===== config.mk =====
export PLATFORM = sky130hd
export DESIGN_NAME = seg_xlate_top
export DESIGN_NICKNAME = d
export VERILOG_FILES = /design/src/rtl/seg_xlate_pkg.sv /design/src/rtl/seg_desc_table.sv /design/src/rtl/seg_check.sv /design/src/rtl/seg_xlate_top.sv
export SDC_FILE = /design/constraint.sdc
export NUM_CORES = 1
export LEC_CHECK = 0
export ABC_AREA = 1
export BUFFER_PORTS_ARGS = -buffer_cell sky130_fd_sc_hd__buf_2
export CAP_MARGIN = 10
export CELL_PAD_IN_SITES_DETAIL_PLACEMENT = 1
export CELL_PAD_IN_SITES_GLOBAL_PLACEMENT = 1
export CORE_MARGIN = 4
export CORE_UTILIZATION = 54
export CTS_CLUSTER_SIZE = 25
export DETAILED_ROUTE_END_ITERATION = 10
export MAX_ROUTING_LAYER = met4
export PLACE_DENSITY = 0.86
export SKIP_LAST_GASP = 1
export SYNTH_ARGS = -nofsm -noshare
export SYNTH_HDL_FRONTEND = slang
export SYNTH_SLANG_ARGS = --single-unit

===== constraint.sdc =====
create_clock -name clk -period 7.7 [get_ports clk]
set_clock_uncertainty 0.15 [all_clocks]
set_input_delay 1.155 -clock clk [delete_from_list [all_inputs] [get_ports clk]]
set_output_delay 1.155 -clock clk [all_outputs]
set_load 0.01 [all_outputs]

===== src/rtl/seg_xlate_pkg.sv =====
package seg_xlate_pkg;

  typedef enum logic [2:0] {
    CAUSE_NONE   = 3'd0,
    CAUSE_RANGE  = 3'd1,
    CAUSE_ABSENT = 3'd2,
    CAUSE_BOUNDS = 3'd3,
    CAUSE_RIGHTS = 3'd4
  } xl_cause_e;

  typedef enum logic [1:0] {
    KIND_READ  = 2'd0,
    KIND_WRITE = 2'd1,
    KIND_EXEC  = 2'd2,
    KIND_RSVD  = 2'd3
  } xl_kind_e;

  typedef struct packed {
    logic present;
    logic can_rd;
    logic can_wr;
    logic can_ex;
  } xl_flags_t;

  // Does the access kind have the matching right in the descriptor?
  function automatic logic rights_allow(input logic [1:0] kind, input xl_flags_t fl);
    logic ok;
    case (kind)
      KIND_READ:  ok = fl.can_rd;
      KIND_WRITE: ok = fl.can_wr;
      KIND_EXEC:  ok = fl.can_ex;
      default:    ok = 1'b0;
    endcase
    return ok;
  endfunction

endpackage


===== src/rtl/seg_desc_table.sv =====
module seg_desc_table
  import seg_xlate_pkg::*;
#(
  parameter int SEG_W   = 4,
  parameter int OFF_W   = 16,
  parameter int PADDR_W = 24,
  localparam int DEPTH  = 1 << SEG_W,
  localparam int LEN_W  = SEG_W + 1
) (
  input  logic               clk,
  input  logic               rst_n,
  input  logic               wr_en,
  input  logic               wr_bound,
  input  logic [SEG_W-1:0]   wr_idx,
  input  logic [PADDR_W-1:0] wr_base,
  input  logic [OFF_W-1:0]   wr_limit,
  input  xl_flags_t          wr_flags,
  input  logic [LEN_W-1:0]   wr_len,
  input  logic [SEG_W-1:0]   rd_idx,
  output logic [PADDR_W-1:0] rd_base,
  output logic [OFF_W-1:0]   rd_limit,
  output xl_flags_t          rd_flags,
  output logic [LEN_W-1:0]   bound_q
);

  logic [PADDR_W-1:0] base_q  [DEPTH];
  logic [OFF_W-1:0]   limit_q [DEPTH];
  xl_flags_t          flags_q [DEPTH];

  // One register slot per descriptor.
  for (genvar i = 0; i < DEPTH; i++) begin : g_slot
    logic hit;
    assign hit = wr_en && !wr_bound && (wr_idx == SEG_W'(i));
    always_ff @(posedge clk) begin
      if (!rst_n) begin
        base_q[i]  <= '0;
        limit_q[i] <= '0;
        flags_q[i] <= '0;
      end else if (hit) begin
        base_q[i]  <= wr_base;
        limit_q[i] <= wr_limit;
        flags_q[i] <= wr_flags;
      end
    end
  end

  always_ff @(posedge clk) begin
    if (!rst_n)                bound_q <= '0;
    else if (wr_en && wr_bound) bound_q <= wr_len;
  end

  // The read port shows the registered contents, so a write in this cycle is not visible yet.
  assign rd_base  = base_q[rd_idx];
  assign rd_limit = limit_q[rd_idx];
  assign rd_flags = flags_q[rd_idx];

endmodule


===== src/rtl/seg_check.sv =====
module seg_check
  import seg_xlate_pkg::*;
#(
  parameter int SEG_W   = 4,
  parameter int OFF_W   = 16,
  parameter int PADDR_W = 24,
  localparam int LEN_W  = SEG_W + 1
) (
  input  logic [SEG_W-1:0]   seg,
  input  logic [OFF_W-1:0]   off,
  input  logic [1:0]         kind,
  input  logic [LEN_W-1:0]   bound,
  input  logic [PADDR_W-1:0] base,
  input  logic [OFF_W-1:0]   limit,
  input  xl_flags_t          flags,
  output logic               seg_in_range,
  output logic               entry_present,
  output logic               off_in_limit,
  output logic               rights_ok,
  output xl_cause_e          cause,
  output logic [PADDR_W-1:0] paddr
);

  // The sum wraps at the physical address width.
  function automatic logic [PADDR_W-1:0] relocate(input logic [PADDR_W-1:0] b,
                                                  input logic [OFF_W-1:0] o);
    return b + PADDR_W'(o);
  endfunction

  assign seg_in_range  = {1'b0, seg} < bound;
  assign entry_present = flags.present;
  assign off_in_limit  = off < limit;
  assign rights_ok     = rights_allow(kind, flags);

  // The cause follows a fixed precedence.
  always_comb begin
    if (!seg_in_range)       cause = CAUSE_RANGE;
    else if (!entry_present) cause = CAUSE_ABSENT;
    else if (!off_in_limit)  cause = CAUSE_BOUNDS;
    else if (!rights_ok)     cause = CAUSE_RIGHTS;
    else                     cause = CAUSE_NONE;
  end

  assign paddr = (cause == CAUSE_NONE) ? relocate(base, off) : '0;

endmodule


===== src/rtl/seg_xlate_top.sv =====
module seg_xlate_top
  import seg_xlate_pkg::*;
#(
  parameter int SEG_W   = 4,
  parameter int OFF_W   = 16,
  parameter int PADDR_W = 24,
  localparam int LEN_W  = SEG_W + 1
) (
  input  logic               clk,
  input  logic               rst_n,
  input  logic               cfg_we,
  input  logic               cfg_sel,
  input  logic [SEG_W-1:0]   cfg_idx,
  input  logic [PADDR_W-1:0] cfg_base,
  input  logic [OFF_W-1:0]   cfg_limit,
  input  logic [3:0]         cfg_flags,
  input  logic [LEN_W-1:0]   cfg_len,
  input  logic               req_valid,
  input  logic [SEG_W-1:0]   req_seg,
  input  logic [OFF_W-1:0]   req_off,
  input  logic [1:0]         req_kind,
  output logic               rsp_valid,
  output logic               rsp_fault,
  output logic [2:0]         rsp_cause,
  output logic [PADDR_W-1:0] rsp_paddr
);

  logic [PADDR_W-1:0] ent_base;
  logic [OFF_W-1:0]   ent_limit;
  xl_flags_t          ent_flags;
  logic [LEN_W-1:0]   bound_q;

  // Internal check results, brought out as named wires for the checker.
  logic               seg_in_range;
  logic               entry_present;
  logic               off_in_limit;
  logic               rights_ok;
  xl_cause_e          chk_cause;
  logic [PADDR_W-1:0] chk_paddr;

  seg_desc_table #(.SEG_W(SEG_W), .OFF_W(OFF_W), .PADDR_W(PADDR_W)) u_table (
    .clk      (clk),
    .rst_n    (rst_n),
    .wr_en    (cfg_we),
    .wr_bound (cfg_sel),
    .wr_idx   (cfg_idx),
    .wr_base  (cfg_base),
    .wr_limit (cfg_limit),
    .wr_flags (xl_flags_t'(cfg_flags)),
    .wr_len   (cfg_len),
    .rd_idx   (req_seg),
    .rd_base  (ent_base),
    .rd_limit (ent_limit),
    .rd_flags (ent_flags),
    .bound_q  (bound_q)
  );

  seg_check #(.SEG_W(SEG_W), .OFF_W(OFF_W), .PADDR_W(PADDR_W)) u_check (
    .seg           (req_seg),
    .off           (req_off),
    .kind          (req_kind),
    .bound         (bound_q),
    .base          (ent_base),
    .limit         (ent_limit),
    .flags         (ent_flags),
    .seg_in_range  (seg_in_range),
    .entry_present (entry_present),
    .off_in_limit  (off_in_limit),
    .rights_ok     (rights_ok),
    .cause         (chk_cause),
    .paddr         (chk_paddr)
  );

  // Response stage. All outputs stay at zero unless a request was taken.
  always_ff @(posedge clk) begin
    if (!rst_n) begin
      rsp_valid <= 1'b0;
      rsp_fault <= 1'b0;
      rsp_cause <= '0;
      rsp_paddr <= '0;
    end else begin
      rsp_valid <= req_valid;
      rsp_fault <= req_valid && (chk_cause != CAUSE_NONE);
      rsp_cause <= req_valid ? 3'(chk_cause) : 3'd0;
      rsp_paddr <= req_valid ? chk_paddr : '0;
    end
  end

endmodule


==> After elaboration in Yosys (flattened, before gate mapping) <==
Memories as Yosys holds them, arrays and structs flattened.
Cells that the tools add are included.
{ "totals": {"out_inout_bits": 29, "wordCells": 204, "memories": 3, "ff_bits": 34, "input_bits": 80, "ramBits": 704} }
{ "mem_list": {"columns": ["name", "words", "width", "read_ports", "rd_clocked_by_memory_dff", "write_ports", "line", "text"], "rows": [
  ["u_table.base_q", 16, 24, 1, 0, 16, "seg_desc_table.sv:26", "logic [PADDR_W-1:0] base_q [DEPTH];"],
  ["u_table.limit_q", 16, 16, 1, 0, 16, "seg_desc_table.sv:27", "logic [OFF_W-1:0] limit_q [DEPTH];"],
  ["u_table.flags_q", 16, 4, 1, 0, 16, "seg_desc_table.sv:28", "xl_flags_t flags_q [DEPTH];"]
]} }
{ "op_classes": {"eq_ne": 17, "n_mux": 102, "n_addsub": 1, "magnitude_cmp": 2, "bitwise_logic": 48, "n_reduce_logical": 26} }
{ "op_table": {"columns": ["cell", "n"], "rows": [
  ["24-bit 2-to-1 mux", 16],
  ["16-bit 2-to-1 mux", 16],
  ["4-bit 2-to-1 mux", 16],
  ["1-bit 2-to-1 mux", 49],
  ["1-bit OR", 48],
  ["4-bit == test, second input constant", 8],
  ["24-bit by 16-bit adder with 24-bit output", 1],
  ["1-bit logical AND", 19],
  ["4-bit by 3-bit == test with 1-bit output, second input constant", 4],
  ["16-bit < comparator", 1],
  ["3-bit 2-to-1 mux", 4],
  ["4-bit by 2-bit == test with 1-bit output, second input constant", 2],
  ["4-bit by 5-bit < comparator with 1-bit output", 1],
  ["4-bit by 1-bit == test with 1-bit output, second input constant", 1],
  ["4-bit logical NOT", 1],
  ["3-bit logical NOT", 1],
  ["1-bit one-hot mux with 3 select lines", 1],
  ["3-bit AND reduction", 1],
  ["3-bit nonzero test", 1],
  ["2-bit by 1-bit == test with 1-bit output, second input constant", 1],
  ["2-bit == test, second input constant", 1],
  ["2-bit logical NOT", 1],
  ["2-bit AND reduction", 1],
  ["1-bit logical NOT", 1]
]} }

==> Longest topological paths before layout <==
{ "logic_depth": {"depth_word": 8, "ltp_mapped": 25, "ltp_nobuf": 20} }

==> Modules after synthesis <==
A second synthesis with hierarchy kept.
{ "unflattened": {"cells_unflattened": 4223, "hier_area_um2": 36371.1} }
{ "by_module_without_submodules": {"columns": ["module", "instances", "cells_each", "area_each_um2", "seq_area_each_um2"], "rows": [
  ["seg_desc_table", 1, 3779, 33564.7, 21240.4],
  ["seg_check", 1, 354, 1971.9, 0.0],
  ["seg_xlate_top", 1, 90, 834.6, 580.6]
]} }

==> Worst setup path after synthesis <==
Ideal clock, no wire load.
{ "synth_timing": {"kind": "input to register", "startpoint": "input req_seg[2]", "endpoint": "register rsp_paddr[20]", "slack_ns": 3.096, "arrival_ns": 4.380, "setup_ns": 0.074, "stages": 22, "path_buffers": 5, "t_required_ns": 7.476, "cell_sequence": "buf_2 > buf_2 > buf_2 > clkbuf_1 > clkbuf_1 > o221ai_1 > o211ai_1 > nand2_1 > ha_1 > fa_1 > nand3_1 > nand2_1 > nand2_1 > o211ai_1 > nand2_1 > nand2_1 > a31oi_1 > inv_1 > nand2_1 > xor2_1 > inv_1 > nor3_2"} }
{ "synth_via": {"elab_chain_cells": 8, "elab_cells_between_ends": 13, "cone_classes": "add/sub: 1; order compare: 2; mux: 5; reduce/logical: 2; memory: 3"} }
{ "synth_lines": {"columns": ["element", "line", "text"], "rows": [
  ["start, declared", "seg_xlate_top.sv:19", "input logic [SEG_W-1:0] req_seg,"],
  ["branches (longest 8 deep; another with memory read 16 x 16 bit)", null, null],
  ["end signal, assigned", "seg_xlate_top.sv:85", "rsp_paddr <= req_valid ? chk_paddr : '0;"],
  ["end, declared", "seg_xlate_top.sv:25", "output logic [PADDR_W-1:0] rsp_paddr"]
]} }
Several ways; the timed one is not identified.
A chain may end at the register's enable or synchronous reset.

==> Worst setup path after layout <==
{ "layout_timing": {"startpoint": "input req_seg[1]", "endpoint": "register rsp_paddr[7]"} }
Same word-level chain as after synthesis.

==> results.md <==
Power:
- The peak supply drop is 0.0001569 V.
- Per report_power, the clock group accounts for 39.2% of the total.
- The internal portion of the total power is 6.865 mW.
- The proportion of total power due to net switching is between 20 and 30%.
- The analysis attributes to cell leakage a power of approximately 14 nW.
- In this run the power density over the cells is roughly 250 nW/um^2.
- Per report_power, the combinational group accounts for 10.0% of the total.
- Summed over all nets, the switching power comes to 2.357 mW.
- The proportion of power drawn by flip-flops and latches is 50.8%.

Yosys:
- The library cell occupying the most area in the post-synthesis netlist is edfxtp_1.
- The Yosys step of the flow raised 0 warnings.
- Of the post-synthesis cell area, the dominant cell type holds 63.58%.
- The post-synthesis cell count is roughly 3200.
- Yosys attributes the largest share of cell area to edfxtp_1 (64%), nor2_1 (12%), o21ai_0 (5.0%).
- Counting every net in the synthesized netlist gives between 3000 and 4000.
- In this run, synthesis inferred 704 flip-flops with an integrated enable.
- The dominant register cell in the synthesized netlist is edfxtp_1.
- The netlist uses 39 different library cells.
- The average size of a mapped cell is between 10 and 15 sq um.
- In this run, synthesis produced a sequential element count of 738.
- Summing every instance area after synthesis gives 33250 sq um.
- For this run, the register share of the synthesized area comes to 65.63%.
- Counting flops with an async set or reset pin after synthesis yields a share of 0%.

Worst setup path:
- The critical path endpoint category is a flop.
- STA classifies the critical path startpoint as a primary input.
- The worst endpoint data arrival time is 6030 ps.
- For the worst setup path, the data required time is 8070 ps.
- The biggest fanout along the worst timing path is 66.
- The critical path class is in -> reg.

Place:
- The weighted congestion reported at the end of routability-driven placement is 0.8555.
- After detailed placement, the total cell area comes to 34200 sq um.
- The half-perimeter wire length after placement is between 60000 and 70000 um.
- In this run the tool buffered the top-level ports with between 100 and 150 buffer cells.
- Once placement completed, the tool counted placed cells totaling approximately 3900.

Clocking:
- The depth of the CTS H-tree is 3.
- The clock latency on the worst-skew pair is 630 ps.
- The number of hold buffers added after cts is 0.
- Once the clock tree was built, the setup fixing pass inserted 0 buffers.
- The count of instances resized after the clock tree is built is 0.
- Clock-pin slew was measured on the worst setup and hold paths at 60 ps.
- The number of clock buffers added by TritonCTS is just under 80.
- The tree is rooted in a clkbuf_16.
- The clock tree from TritonCTS is built.
- The number of sinks driven by the clock tree is 738.
- The clock passes through at most 3 buffers.

Drt:
- The via count of the routed design is around 27000.
- The violation count after the first detailed-route iteration is 4224.
- For this run, design rule violations remaining after detail routing come to 0.
- The antenna violation net count after detailed routing is 0.
- Summed over all layers, the routed wires come to 125400 um.
- The detailed-router iteration count before antenna repair is 6.
- The average via count per standard cell is 6.812.
- Dividing the detail-routed wire length by the instance count gives roughly 31 um.

Timing:
- Static timing analysis puts the maximum clock frequency at approximately 0.18 GHz.
- On the final layout, the worst hold slack is ~340 ps.
- The measured slew at the worst slew-check pin is 1291 ps.
- Setup violations remaining at the end of the flow were counted as 0.
- The worst max-slew margin expressed relative to the limit is 13.28%.
- The clock period minus worst slack is ~5700 ps.
- Setup repair after global routing left no endpoint under its margin.
- The hold violation total from the final report is 0.
- The final cycle utilization of the critical path is 73.51%.
- The post-route setup TNS is 0 ps.
- The number of max-slew violations in the final report came to 0.

Cells and area:
- The number of filler cells placed in the layout is 6350.
- The net count of the finished layout is 3275.
- The finished cells cover around 37000 sq um.
- The post-route netlist has between 10% and 20% of its cells at a drive strength greater than 1.
- The number of cells in the finished layout apart from fillers is 4000.
- The most common cell after layout, fill and taps aside is nor2_1.
- In the layout the commonest cells are nor2_1 (1078), edfxtp_1 (704), o21ai_0 (330).
- Relative to the synthesized area, the layout overhead comes to 9.942%.

Floorplanning:
- The cell row count is 90.
- Measured along the y axis, the die boundary spans between 200 and 300 um.
- For this design the top-level I/O count stands at 109.
- The initial cell density of the core is 54.78%.
- The die width is 256.1 um.
- The floorplan step defined a die boundary enclosing between 60000 and 70000 sq um.
- The core footprint is 60700 sq um.

GRT:
- The sum of overflow across all layers after global routing is 0.
- The first global-routing pass estimated 183400 um of wire.
- Entering global routing, the biggest net connects 162 pins.
- The initial antenna violation count is 4.
- Global routing used 38.68% of the available tracks across all layers.
- The via count of the first global-routing pass is 28940.

Outcome:
- The flow ran to the end, and the final reports show no timing, DRC or antenna violations.

Min path:
- The worst hold path belongs to the class reg -> reg.

Job:
- The number of maximum-capacitance violations is 0.
-- state kept, by name (all words and copies together) (netlist names) --
name / count
rsp_fault: 1
u_table.limit_q: 256
u_table.base_q: 384
rsp_valid: 1
rsp_cause: 3
u_table.bound_q: 5
rsp_paddr: 24
u_table.flags_q: 64
-- cell families (layout without fill, tap and decap cells) --
family,count (synthesis),count (layout),share of synthesized area (%)
simple gates,1401,1401,16.75
flops,738,738,65.63
compound gates,595,595,10.90
buf+inv,397,427,4.877
fa+ha+maj,35,35,1.340
xor+xnor,19,19,0.5005
other cells,0,3,0
-- worst paths after layout --
kind / start / end / slack, ps / cells past startpoint
min: u_table.bound_q[0]$_SDFFE_PN0P_ / u_table.bound_q[0]$_SDFFE_PN0P_ / 340 / 2
min reg2reg: u_table.bound_q[0]$_SDFFE_PN0P_ / u_table.bound_q[0]$_SDFFE_PN0P_ / 340 / 2
max reg2reg: u_table.limit_q[6][14]$_SDFFCE_PN0P_ / rsp_paddr[7]$_SDFF_PN0_ / 3870 / 13
max: req_seg[1] / rsp_paddr[7]$_SDFF_PN0_ / 2040 / 16
-- area by class of cell --
cell class | instances | area, sq um | area share, %
multi-input combinational | 2050 | 9927 | 27.16
clock buffer | 94 | 2033 | 5.562
sequential | 738 | 21820 | 59.69
clock inverter | 40 | 310.3 | 0.8489
antenna | 3 | 7.507 | 0.02054
inverter | 137 | 524.3 | 1.434
timing repair buffer | 156 | 953.4 | 2.608
tap | 782 | 978.4 | 2.677
-- power by group through the flow --
stage,sequential [mW],combinational [mW],clock (mW)
5_1_grt,4.70,0.975,3.79
4_1_cts,4.68,0.893,3.61
3_3_place_gp,4.74,0.816,0
2_1_floorplan,4.73,0.541,0
6_report,4.69,0.922,3.61
3_5_place_dp,4.76,0.869,0
-- worst max-delay path, cell delays in order --
cell and delay, ps:
buf_4 330, inv_4 720, buf_4 500, o21ai_0 200, o221ai_1 230, o211ai_1 130, nand2_1 110, inv_1 50
ha_1 310, nand2_1 90, inv_1 80, a221oi_1 240, o21ai_0 150, a31oi_1 640, nand4_4 630, nor3_1 370
-- stage by stage --
stage                     utilization [%]  total power, mW  setup slack, ps
after floorplan                         -            5.274             3096
after global placement              56.34            5.554             1977
after detailed placement            56.34            5.629             1679
after CTS                           60.20            9.185             2289
after global routing                60.23            9.456             1977
final                               60.23            9.223             2040
-- synth_stat cells, types with 6 or more instances --
master	n
nor2_1	1078
nor3_1	9
o21ai_1	11
ha_1	34
inv_2	6
inv_1	130
dfxtp_1	34
buf_2	27
a21oi_1	41
edfxtp_1	704
clkbuf_1	202
xor2_1	12
nand2_1	187
nor3_2	22
o21ai_0	330
buf_1	11
xnor2_1	7
o221ai_1	109
buf_6	6
o22ai_1	29
o211ai_1	58
buf_4	14
nand3_1	95
-- layer usage --
metal | routed length (um) | vias to the layer above | track usage [%]
met3 | 16350 | 654 | 9.281
li1 | - | 11000 | -
met2 | 58660 | 2257 | 60.73
met5 | 0 | - | -
met1 | 42510 | 13330 | 46.27
met4 | 7826 | 0 | 21.62
(Power assumes the default switching activity.)
